File: config.mk
export PLATFORM = sky130hd
export DESIGN_NAME = smul_array
export DESIGN_NICKNAME = d
export VERILOG_FILES = /design/src/rtl/smul_pkg.sv /design/src/rtl/smul_ppgen.sv /design/src/rtl/smul_csa.sv /design/src/rtl/smul_cpa.sv /design/src/rtl/smul_array.sv
export SDC_FILE = /design/constraint.sdc
export NUM_CORES = 1
export LEC_CHECK = 0
export ABC_AREA = 1
export BUFFER_PORTS_ARGS = -buffer_cell sky130_fd_sc_hd__buf_4
export CORE_MARGIN = 5
export CORE_UTILIZATION = 50
export CTS_CLUSTER_SIZE = 25
export DETAILED_ROUTE_END_ITERATION = 6
export PLACE_DENSITY = 0.72
export SETUP_SLACK_MARGIN = 0.2
export SLEW_MARGIN = 25
export SYNTH_ARGS = -nofsm -noshare
export SYNTH_HDL_FRONTEND = slang
export SYNTH_SLANG_ARGS = --single-unit
File: constraint.sdc
create_clock -name clk -period 0.8 [get_ports clk]
set_input_delay 0.08 -clock clk [delete_from_list [all_inputs] [get_ports clk]]
set_output_delay 0.08 -clock clk [all_outputs]
set_load 0.005 [all_outputs]
File: src/rtl/smul_pkg.sv
package smul_pkg;

  // Decide whether the AND term at (row, col) enters the array inverted.
  // The top row (multiplier MSB) is a negated row: all but its MSB column flip.
  // Every other row flips only its MSB column.
  function automatic logic term_inverted(input int row, input int col, input int n);
    if (row == n - 1) return (col != n - 1);
    return (col == n - 1);
  endfunction

  // Full-adder compressor: sum output.
  function automatic logic fa_sum(input logic x, input logic y, input logic z);
    return x ^ y ^ z;
  endfunction

  // Full-adder compressor: carry (majority) output.
  function automatic logic fa_carry(input logic x, input logic y, input logic z);
    return (x & y) | (x & z) | (y & z);
  endfunction

endpackage

File: src/rtl/smul_ppgen.sv
module smul_ppgen #(
  parameter int N = 8,
  localparam int W = 2 * N,
  localparam int ROWS = N + 1
) (
  input  logic                     clk,
  input  logic                     rst_n,
  input  logic [N-1:0]             mcand_i,
  input  logic [N-1:0]             mplier_i,
  output logic [ROWS-1:0][W-1:0]   rows_o
);
  import smul_pkg::*;

  // Raw AND terms, indexed [multiplier bit][multiplicand bit].
  logic [N-1:0][N-1:0] and_terms;

  for (genvar r = 0; r < N; r++) begin : g_row
    for (genvar c = 0; c < N; c++) begin : g_col
      assign and_terms[r][c] = mcand_i[c] & mplier_i[r];
    end
  end

  always_comb begin
    rows_o = '0;
    for (int r = 0; r < N; r++) begin
      for (int c = 0; c < N; c++) begin
        rows_o[r][r + c] = term_inverted(r, c, N) ? ~and_terms[r][c] : and_terms[r][c];
      end
    end
    // Constant correction row: one beside the first row's MSB, one at the top.
    rows_o[N][N]     = 1'b1;
    rows_o[N][W - 1] = 1'b1;
  end

  // Assertion-side view: unsigned sum of every row.
  logic [W-1:0] array_total;
  always_comb begin
    array_total = '0;
    for (int k = 0; k < ROWS; k++) array_total = array_total + rows_o[k];
  end

  logic signed [W-1:0] signed_ref;
  assign signed_ref = W'($signed(mcand_i) * $signed(mplier_i));


  array_value_chk: assert property (@(posedge clk) disable iff (!rst_n)
    array_total == signed_ref);

endmodule

File: src/rtl/smul_csa.sv
module smul_csa #(
  parameter int N = 8,
  localparam int W = 2 * N,
  localparam int ROWS = N + 1,
  localparam int STAGES = ROWS - 2
) (
  input  logic                     clk,
  input  logic                     rst_n,
  input  logic [ROWS-1:0][W-1:0]   rows_i,
  output logic [W-1:0]             sum_o,
  output logic [W-1:0]             carry_o
);
  import smul_pkg::*;

  // Saved-carry pair after each stage; index 0 holds the first two rows.
  logic [W-1:0] acc_s [0:STAGES];
  logic [W-1:0] acc_c [0:STAGES];

  assign acc_s[0] = rows_i[0];
  assign acc_c[0] = rows_i[1];

  for (genvar k = 1; k <= STAGES; k++) begin : g_stage
    logic [W-1:0] maj;
    for (genvar i = 0; i < W; i++) begin : g_bit
      assign acc_s[k][i] = fa_sum(acc_s[k-1][i], acc_c[k-1][i], rows_i[k+1][i]);
      assign maj[i]      = fa_carry(acc_s[k-1][i], acc_c[k-1][i], rows_i[k+1][i]);
    end
    // Carries move up one weight; the one leaving bit W-1 is dropped.
    assign acc_c[k] = {maj[W-2:0], 1'b0};
  end

  assign sum_o   = acc_s[STAGES];
  assign carry_o = acc_c[STAGES];

  logic [W-1:0] rows_total;
  always_comb begin
    rows_total = '0;
    for (int k = 0; k < ROWS; k++) rows_total = rows_total + rows_i[k];
  end


  csa_conserve_chk: assert property (@(posedge clk) disable iff (!rst_n)
    W'(sum_o + carry_o) == rows_total);

endmodule

File: src/rtl/smul_cpa.sv
module smul_cpa #(
  parameter int W = 16,
  localparam int LEVELS = $clog2(W)
) (
  input  logic         clk,
  input  logic         rst_n,
  input  logic [W-1:0] x_i,
  input  logic [W-1:0] y_i,
  output logic [W-1:0] sum_o
);
  // Parallel-prefix generate/propagate, one row per level.
  logic [W-1:0] gen [0:LEVELS];
  logic [W-1:0] prp [0:LEVELS];
  logic [W-1:0] carry_in;

  assign gen[0] = x_i & y_i;
  assign prp[0] = x_i ^ y_i;

  for (genvar l = 1; l <= LEVELS; l++) begin : g_lvl
    localparam int DIST = 1 << (l - 1);
    for (genvar i = 0; i < W; i++) begin : g_bit
      if (i >= DIST) begin : g_merge
        assign gen[l][i] = gen[l-1][i] | (prp[l-1][i] & gen[l-1][i-DIST]);
        assign prp[l][i] = prp[l-1][i] & prp[l-1][i-DIST];
      end else begin : g_pass
        assign gen[l][i] = gen[l-1][i];
        assign prp[l][i] = prp[l-1][i];
      end
    end
  end

  assign carry_in = {gen[LEVELS][W-2:0], 1'b0};
  assign sum_o    = prp[0] ^ carry_in;


  cpa_sum_chk: assert property (@(posedge clk) disable iff (!rst_n)
    sum_o == W'(x_i + y_i));

endmodule

File: src/rtl/smul_array.sv
module smul_array #(
  parameter int N = 8,
  parameter bit REG_OUT = 1'b1,
  localparam int W = 2 * N,
  localparam int ROWS = N + 1
) (
  input  logic         clk,
  input  logic         rst_n,
  input  logic [N-1:0] mcand_i,
  input  logic [N-1:0] mplier_i,
  output logic [W-1:0] product_o
);
  localparam logic [N-1:0] MOST_NEG = {1'b1, {(N-1){1'b0}}};
  localparam logic [W-1:0] MOST_NEG_SQ = {2'b01, {(W-2){1'b0}}};

  logic [ROWS-1:0][W-1:0] pp_rows;
  logic [W-1:0]           cs_sum;
  logic [W-1:0]           cs_carry;
  logic [W-1:0]           comb_prod;

  smul_ppgen #(.N(N)) u_ppgen (
    .clk(clk), .rst_n(rst_n),
    .mcand_i(mcand_i), .mplier_i(mplier_i),
    .rows_o(pp_rows)
  );

  smul_csa #(.N(N)) u_csa (
    .clk(clk), .rst_n(rst_n),
    .rows_i(pp_rows),
    .sum_o(cs_sum), .carry_o(cs_carry)
  );

  smul_cpa #(.W(W)) u_cpa (
    .clk(clk), .rst_n(rst_n),
    .x_i(cs_sum), .y_i(cs_carry),
    .sum_o(comb_prod)
  );

  if (REG_OUT) begin : g_reg
    logic [W-1:0] prod_q;
    logic         primed;
    always_ff @(posedge clk or negedge rst_n) begin
      if (!rst_n) begin
        prod_q <= '0;
        primed <= 1'b0;
      end else begin
        prod_q <= comb_prod;
        primed <= 1'b1;
      end
    end
    assign product_o = prod_q;


    out_latency_chk: assert property (@(posedge clk) disable iff (!rst_n)
      primed |-> product_o == $past(comb_prod));
  end else begin : g_comb
    assign product_o = comb_prod;
  end


  signed_product_chk: assert property (@(posedge clk) disable iff (!rst_n)
    comb_prod == W'($signed(mcand_i) * $signed(mplier_i)));


  most_neg_sq_chk: assert property (@(posedge clk) disable iff (!rst_n)
    (mcand_i == MOST_NEG && mplier_i == MOST_NEG) |-> comb_prod == MOST_NEG_SQ);


  zero_operand_chk: assert property (@(posedge clk) disable iff (!rst_n)
    (mcand_i == '0 || mplier_i == '0) |-> comb_prod == '0);

endmodule

==> out/metrics.yaml, run 1 <==
power:
  leakage_nw: 1.66
  total_power_w: 0.0132
  p_per_area_nw_per_um2: 4140
  vdd_drop_max_mv: 3.00
layout:
  postLayoutCoreUtil_pct: 73.4
  finalNonFillerCells: 360
  drive_above_1_share_pct: 42.5
  fin_area_um2: 3200
  largest_register_ffs: 16
  layout.nets: 392
  diodes: 0
  syn_to_final_growth_pct: 43.1
status:
  violations: "negative setup slack"
  status: "complete, but fails checks"
synthesis:
  yosys-mux-area-fraction_pct: 0
  yosysUniqueCellTypes: 16
  syn_area_um2: 2230
  synth_top_family_by_area: "adder cells"
  yosysMostFrequentCell: "nand2_1"
  synth_compound_area_share_pct: 0.616
  async_reset_ff_share_pct: 100
  yosysWarnings: 0
  ys_ff_latch: 16
  synth.area.top_cells: "fa_1 (38%), dfrtp_1 (18%), nand2_1 (14%), ha_1 (12%), inv_1 (10%)"
  yosysSeqAreaShare_pct: 17.9
  avgSynthCellArea_um2: 8.66
  synth_edf_count: 0
  synthXorXnorAreaFrac_pct: 1.18
  synth_flop_cell: "dfrtp_1"
  syn_nets: 340
  synth-simple-area-share_pct: 17.5
  synth_top_area_share_pct: 37.6
  synth_common_cells: "nand2_1 (85), inv_1 (60), fa_1 (42)"
  syn_inst: 258
  yosys.area.top_type: "fa_1"
  yosys.area_share.adder_pct: 50.0
placed_design:
  portBuffers: 33
  pre_cts_ws_ps: -3660
  place_inst: 350
  dp_hpwl_mm: 3.39
  dpl_cell_area_um2: 2730
  routabilityCongestion: 0.817
worst_setup_path:
  cp_common_cell: "nand2_1"
  crit_fanout: 4
  path_class: "primary input to flip-flop"
  slowest_stage: "fa_2"
  cpPeakStageDelay_ps: 530
  path_cells: "buf_8, nand2_4, inv_2, fa_2, fa_2, inv_2, fa_1, fa_1, inv_1, fa_1, fa_1, ha_1, inv_2, ha_4, fa_2, nand2_1, nand2_1, nand3b_1, nand2_1, nand2_1, nand2_1"
  start_kind: "primary input"
  arrival_ps: 4390
  cp.required_ps: 940
  crit_path_start: "mplier_i[0]"
  worstSetupEndpointType: "flip-flop"
sta:
  max_freq_mhz: 235
  min_period_over_period_pct: 531
  worstMarginPinSlew_ps: 199
  setup_slack_ps: -3450
  hold_viol_final: 0
  rsz0062_at_grt: "yes"
  maxSlewViolCount: 0
  finalSetupViolations: 30
  period_minus_slack_ps: 4250
  slew_headroom_pct: 86.7
floorplanning:
  initial_core_util_pct: 51.3
  die_y_um: 76.8
  dieArea_um2: 5900
  coreArea_um2: 4350
  rows: 24
  ios: 34
  dieWidth_um: 76.8
routing:
  vias: 1718
  drt-total-wl_mm: 4.26
  antenna_left: 0
  post_drt_via_cell_ratio: 4.77
  drc: 0
  dr.first_iter.drc_count: 79
  dr.pass1.iters: 4
  wl_per_cell_um: 11.8
global_route:
  grt_pass1_vias: 1778
  grt_overflow_total: 0
  grt_usage_pct: 15.3
  grt_max_degree: 17
  grt_antenna_before_repair: 0
  grt_first_pass_wirelength_mm: 7.61
clock_tree:
  cts-buffers-inserted: 3
  clk_pin_slew_ps: 60
  h-tree-depth: 1
  root_buffer: "clkbuf_8"
  clock_sinks: 16
  clk_path_buf_depth: 2
  cts_tree: "yes"
min_path:
  min_path_type: "primary input to flip-flop"
  min-delay-start: "mcand_i[0]"
run:
  max_cap_viol_count: 0
==> through the flow <==
| stage | hold WS, ps | setup TNS (ps) |
|---|---|---|
| floorplan | -216 | -36460 |
| global placement | -55.1 | -38090 |
| detailed placement | -53.1 | -38490 |
| CTS | 170 | -34420 |
| global route | 197 | -36060 |
| finish | 189 | -34390 |
==> power breakdown <==
part           switching (W)  internal [W]  leakage (nW)  total (W)
registers           0.000144       0.00128         0.188    0.00142
clock network       0.000246      0.000333        0.0216   0.000579
logic                0.00510       0.00614          1.45     0.0112
total                0.00549       0.00775          1.66     0.0132
==> path summary, 6_finish.rpt <==
check | to | slack, ps | depth (start not counted)
min in group asynchronous | product_o[7]$_DFF_PN0_ | 230 | 2
max in group asynchronous | product_o[8]$_DFF_PN0_ | 400 | 2
worst min-delay path | product_o[0]$_DFF_PN0_ | 190 | 4
worst max-delay path | product_o[14]$_DFF_PN0_ | -3450 | 21
==> cells by family after synthesis <==
logic type               after synthesis
buffers and inverters                 76
adder cells (fa/ha/maj)               64
AO/OA/AOI/OAI                          2
XOR/XNOR                               3
flip-flops                            16
AND/OR/NAND/NOR                       97
==> repair_timing <==
item                                    4_1_cts  5_1_grt
hold buffers                                  1        0
gates resized for setup                      75       11
setup buffers                                 5        1
hold endpoints to repair                     16        0
pin swaps                                    12        9
endpoints found under the setup margin       30       30
==> cell type report <==
cell class                      instances  area, µm²
Clock buffer                            3       41.3
Multi-Input combinational cell        166       1840
Tap cell                               52       65.1
Fill cell                             309       1160
Sequential cell                        16        400
Timing Repair Buffer                   63        622
Inverter                               60        225
==> cells in the final DEF (no fill, tap or decap) <==
cell type,count
dlygate4sd3_1,1
ha_2,1
inv_1,46
buf_4,33
buf_12,3
fa_2,16
a21oi_1,1
nand3b_1,2
nand3_1,2
nand2_4,8
nand3_4,1
inv_2,14
a21oi_2,1
ha_4,12
nor2_2,1
dfrtp_1,16
nor2_4,1
nand2_2,9
xor2_1,1
nand3_2,1
fa_1,26
ha_1,9
or2_1,1
clkbuf_8,3
nor2_1,1
buf_8,3
or2_4,1
buf_6,23
nand2_1,69
xnor2_1,2
==> critical path, delay by kind of cell <==
| kind | cells | cell delay (ps) |
|---|---|---|
| and+or+nand+nor | 7 | 480 |
| buffers and inverters | 5 | 270 |
| adders and majority gates | 9 | 3550 |
==> per-layer routing <==
metal | vias to the layer above | wire length [µm] | global-route usage (%)
met5 | - | 0 | 0
met4 | 0 | 49 | 4.20
met3 | 7 | 150 | 1.64
met2 | 34 | 2260 | 26.5
met1 | 843 | 1800 | 20.2
li1 | 834 | - | -
(Power assumes the default switching activity.)
==> run 2: changes to the inputs <==
Settings changed: BUFFER_PORTS_ARGS -buffer_cell sky130_fd_sc_hd__buf_4 to not set, DONT_BUFFER_PORTS set to 1, PLACE_DENSITY 0.72 to not set.
==> run 2 against run 1 <==
  * Via count down 14%
  * Critical endpoint unchanged
  * Fmax increased by 2.9%
  * Cell count shrank 14%
  * The run ends with negative hold slack, negative setup slack left
  * Global-route usage down 2.0 points
  * Largest power group unchanged
  * Power is 11% lower
  * Sequential share of layout area grew 2.2 points
  * Clock power up 13%
  * Highest routed layer unchanged
==> out/metrics.yaml, run 2 (synthesized netlist as in run 1, its figures left out) <==
status:
  status: "complete, but fails checks"
  violations: "negative hold slack, negative setup slack"
worst_setup_path:
  cp.required_ps: 930
  crit_fanout: 8
  arrival_ps: 4260
  worstSetupEndpointType: "flip-flop"
  path_class: "primary input to flip-flop"
  start_kind: "primary input"
layout:
  final_cell_mix: "nand2_1 (65), inv_1 (47), fa_1 (30)"
  seqCellArea_um2: 400
  largest_register_ffs: 16
  postLayoutCoreUtil_pct: 62.5
  final_common_cell: "nand2_1"
  multi_input_area_um2: 1860
  fin_area_um2: 2720
  layout.nets: 342
  diodes: 0
  drive_above_1_share_pct: 29.0
  num-fill-cells: 358
  syn_to_final_growth_pct: 21.8
sta:
  max_freq_mhz: 242
  worstMarginPinSlew_ps: 637
  min_period_over_period_pct: 516
  setup_slack_ps: -3330
  slew_headroom_pct: 57.5
  timing.setup.tns_ps: -32220
  timing.hold.ws_ps: -72.2
  hold_viol_final: 16
  finalSetupViolations: 13
  period_minus_slack_ps: 4130
  rsz0062_at_grt: "yes"
  maxSlewViolCount: 0
clock_tree:
  clock_sinks: 16
  clk_pin_slew_ps: 50
  hold_buffers: 3
  h-tree-depth: 1
  cts-buffers-inserted: 3
  root_buffer: "clkbuf_8"
  clk_path_buf_depth: 2
  cts_tree: "yes"
floorplanning:
  dieWidth_um: 76.8
  die_y_um: 76.8
  ios: 34
  coreArea_um2: 4350
  dieArea_um2: 5900
  initial_core_util_pct: 51.3
  rows: 24
placed_design:
  portBuffers: 0
  dpl_cell_area_um2: 2360
  routabilityCongestion: 0.772
  dp_hpwl_mm: 3.18
power:
  switchingPower_w: 0.00508
  internal-power_w: 0.00670
  p_per_area_nw_per_um2: 4330
  p_clk_share_pct: 5.6
  leakage_nw: 1.40
  p_seq_share_pct: 12.1
  p_sw_share_pct: 43.1
  combPwrFrac_pct: 82.3
  vdd_drop_max_mv: 3.07
min_path:
  min_path_type: "primary input to async pin"
routing:
  vias: 1481
  dr.first_iter.drc_count: 35
  post_drt_via_cell_ratio: 4.76
  antenna_left: 0
  wl_per_cell_um: 12.3
  drc: 0
  dr.pass1.iters: 4
  drt-total-wl_mm: 3.83
global_route:
  grt_first_pass_wirelength_mm: 6.58
  grt_pass1_vias: 1491
  grt-busiest-layer: "met2"
  grt_max_degree: 17
  grt_usage_pct: 13.3
  use_met2_pct: 21.0
  grt_antenna_before_repair: 0
  grt_overflow_total: 0
  grt_use_met3_pct: 1.87
  met1_usage_pct: 19.3
run:
  max_cap_viol_count: 0
## run 2: cell count changes in the layout (fill, tap and decap cells not counted), sizes merged
cell          delta
clkbuf           +1
dlygate4sd3      +1
dlymetal6s4s     +1
buf             -52
## run 2: final cells by class
| cell class | instances | share of cell area [%] |
|---|---|---|
| flip-flops and latches | 16 | 14.7 |
| multi-input cells | 166 | 68.4 |
| clock buffers | 4 | 2.02 |
| repair buffers | 13 | 4.09 |
| inverters | 60 | 8.37 |
| well taps | 52 | 2.39 |
## run 2: what timing repair did
action / 4_1_cts / 5_1_grt
endpoints found under the setup margin: 30 / 46
buffers inserted: 0 / 3
gates resized for setup: 26 / 34
pin swaps: 9 / 23
hold endpoints to repair: 17 / 4
## run 2: critical path, cell delays in order
cell,delay [ps]
nand2_8,30
fa_2,390
fa_2,520
inv_1,40
fa_1,450
fa_1,510
inv_2,40
fa_2,520
fa_1,410
ha_1,290
inv_2,40
ha_4,150
fa_2,360
nand2_1,80
nand2_1,60
nand3b_1,100
nand2_1,50
nand2_1,60
nand2_1,50
## run 2: worst paths after layout
kind	from	end	slack (ps)	cells past startpoint
setup / recovery	mcand_i[5]	product_o[14]$_DFF_PN0_	-3330	19
max in group asynchronous	rst_n	product_o[1]$_DFF_PN0_	460	1
hold / removal	rst_n	product_o[13]$_DFF_PN0_	-70	1
min in group clk	mplier_i[1]	product_o[1]$_DFF_PN0_	70	3
## run 2: metrics by stage
stage	instances	setup slack (ps)	hold WS, ps	total power (W)
after floorplan	258	-3520	-216	0.00721
after global placement	301	-3480	-215	0.00910
after detailed placement	301	-3540	-215	0.00915
after CTS	308	-3260	74.4	0.0102
after global routing	311	-3460	-0.371	0.0132
final	311	-3330	-72.2	0.0118
## run 2: power by group through the flow
stage	Combinational, W	Clock, W	Sequential (W)
2_1_floorplan	0.00578	0	0.00142
3_3_place_gp	0.00764	0	0.00146
3_5_place_dp	0.00768	0	0.00146
4_1_cts	0.00804	0.000677	0.00145
5_1_grt	0.0110	0.000738	0.00146
6_report	0.00970	0.000657	0.00143
## run 2: per-layer routing
metal	routed length (µm)	part of all wire, %
met1	1690	44
met2	1940	51
met3	172	4.5
met4	31	0.81
met5	0	0
==> run 3: changes to the inputs <==
Clock period 0.8 ns to 3.9 ns, I/O delays scaled along.
==> run 3 against run 2 <==
  * Sequential cell count unchanged
  * Count of clock-buffer cells in the layout is the same
  * Final area is 6.2% lower
  * First-iteration DRC count down 11%
  * Sequential power down 79%
  * Routed wire length is 4.5% lower
  * Via count shrank 0.20%
  * Die area did not move
  * Utilization fell by 3.9 points
  * The flow finishes with violations (negative setup slack)
  * Critical endpoint unchanged
==> out/metrics.yaml, run 3 (synthesized netlist as in run 1, its figures left out) <==
floorplanning:
  dieArea_um2: 5900
  rows: 24
  initial_core_util_pct: 51.3
  coreArea_um2: 4350
  die_y_um: 76.8
  dieWidth_um: 76.8
  ios: 34
global_route:
  grt_first_pass_wirelength_mm: 6.82
  grt_pass1_vias: 1553
  grt_usage_pct: 13.9
  grt_antenna_before_repair: 0
  grt_overflow_total: 0
  grt_max_degree: 17
clock_tree:
  h-tree-depth: 1
  cts_tree: "yes"
  cts-buffers-inserted: 3
  clock_sinks: 16
  root_buffer: "clkbuf_8"
  clk_pin_slew_ps: 60
  clk_path_buf_depth: 2
power:
  total_power_w: 0.00238
  p_sw_share_pct: 43.8
  switchingPower_w: 0.00104
  combPwrFrac_pct: 81.8
  internal-power_w: 0.00134
  vdd_drop_max_mv: 0.578
  p_per_area_nw_per_um2: 931
  p_clk_share_pct: 5.9
  p_seq_share_pct: 12.4
  leakage_nw: 1.37
placed_design:
  dp_hpwl_mm: 3.15
  place_inst: 301
  routabilityCongestion: 0.764
  portBuffers: 0
worst_setup_path:
  path_cells: "nand2_1, fa_2, fa_2, fa_1, fa_1, fa_1, fa_1, ha_1, inv_2, ha_4, fa_2, nand2_2, nand2_2, nand3b_1, nand2_1, nand2_1, nand2_1"
  start_kind: "primary input"
  worstSetupEndpointType: "flip-flop"
  crit_fanout: 8
  arrival_ps: 4500
  cpPeakStageDelay_ps: 570
  path_class: "primary input to flip-flop"
  slowest_stage: "fa_2"
  cp.required_ps: 4040
layout:
  seqCellArea_um2: 400
  multi_input_area_um2: 1720
  final_common_cell: "nand2_1"
  syn_to_final_growth_pct: 14.2
  drive_above_1_share_pct: 20.7
  diodes: 0
  num-fill-cells: 373
  layout.nets: 339
  finalNonFillerCells: 308
  largest_register_ffs: 16
  final_cell_mix: "nand2_1 (76), inv_1 (51), fa_1 (35)"
sta:
  min_period_over_period_pct: 112
  setup_slack_ps: -461
  period_minus_slack_ps: 4360
  slew_headroom_pct: 56.3
  worstMarginPinSlew_ps: 653
  timing.hold.ws_ps: 255
  maxSlewViolCount: 0
  max_freq_mhz: 229
  rsz0062_at_grt: "yes"
  hold_viol_final: 0
  finalSetupViolations: 7
routing:
  antenna_left: 0
  dr.pass1.iters: 3
  dr.first_iter.drc_count: 31
  drc: 0
  wl_per_cell_um: 11.9
  post_drt_via_cell_ratio: 4.80
  drt-total-wl_mm: 3.66
  vias: 1478
run:
  max_cap_viol_count: 0
status:
  violations: "negative setup slack"
  status: "complete, but fails checks"
min_path:
  min_path_type: "primary input to flip-flop"
  min-delay-start: "mcand_i[0]"
  min_to: "product_o[0]$_DFF_PN0_"
  hold_depth: 2
==> run 3: cell types whose count changed in the layout (fill, tap and decap cells not counted), sizes merged <==
cell / previous run / this run
dlymetal6s4s: 1 / 0
dlygate4sd3: 2 / 1
buf: 10 / 9
==> run 3: worst max-delay path by stage <==
stage / startpoint / endpoint / slack, ps / cells after the start
after detailed placement: mcand_i[5] / product_o[14]$_DFF_PN0_ / -730 / 19
after CTS: mcand_i[4] / product_o[14]$_DFF_PN0_ / -470 / 19
after floorplan: mcand_i[6] / product_o[14]$_DFF_PN0_ / -730 / 22
after global routing: mplier_i[0] / product_o[14]$_DFF_PN0_ / -620 / 20
after global placement: mcand_i[4] / product_o[14]$_DFF_PN0_ / -700 / 19
final: mcand_i[4] / product_o[14]$_DFF_PN0_ / -460 / 17
==> run 3: repair_timing <==
item	4_1_cts	5_1_grt
pin swaps	3	9
gates cloned	0	0
resized for setup	14	17
endpoints found under the hold margin	16	0
hold buffers	1	0
endpoints found under the setup margin	8	8
buffers inserted	1	1
==> run 3: routing by layer <==
metal	wire length (µm)	global-route usage (%)	vias up
li1	-	-	726
met1	1590	19.4	718
met2	1860	22.0	30
met3	175	1.87	4
met4	35	5.24	0
met5	0	0	-
==> run 3: power groups by stage <==
| stage | clock (W) | combinational (W) | sequential [W] |
|---|---|---|---|
| global route | 0.000155 | 0.00224 | 0.000299 |
| CTS | 0.000144 | 0.00184 | 0.000297 |
| floorplan | 0 | 0.00117 | 0.000292 |
| finish | 0.000139 | 0.00194 | 0.000294 |
| global placement | 0 | 0.00156 | 0.000301 |
| detailed placement | 0 | 0.00157 | 0.000301 |
==> run 3: per-stage QoR <==
step / utilization [%] / setup TNS (ps) / cell area (µm²) / worst slack, ps
detailed placement: 53.9 / -4400 / 2350 / -727
finish: 58.6 / -2280 / 2550 / -461
floorplan: - / -4450 / 2360 / -731
CTS: 57.1 / -2290 / 2490 / -467
global placement: 53.9 / -4280 / 2350 / -698
global route: 58.6 / -3250 / 2550 / -623
==> run 3: critical path: cells and delay by family <==
kind                     cells  cell delay, ps
AND/OR/NAND/NOR              7             460
buffers and inverters        1              50
adder cells (fa/ha/maj)      9            3600
==> run 3: final cells by class <==
type / count / area share, %
multi-input cells: 166 / 67.6
flip-flops and latches: 16 / 15.7
inverters: 60 / 8.83
repair buffers: 10 / 3.19
well taps: 52 / 2.55
clock buffers: 4 / 2.16
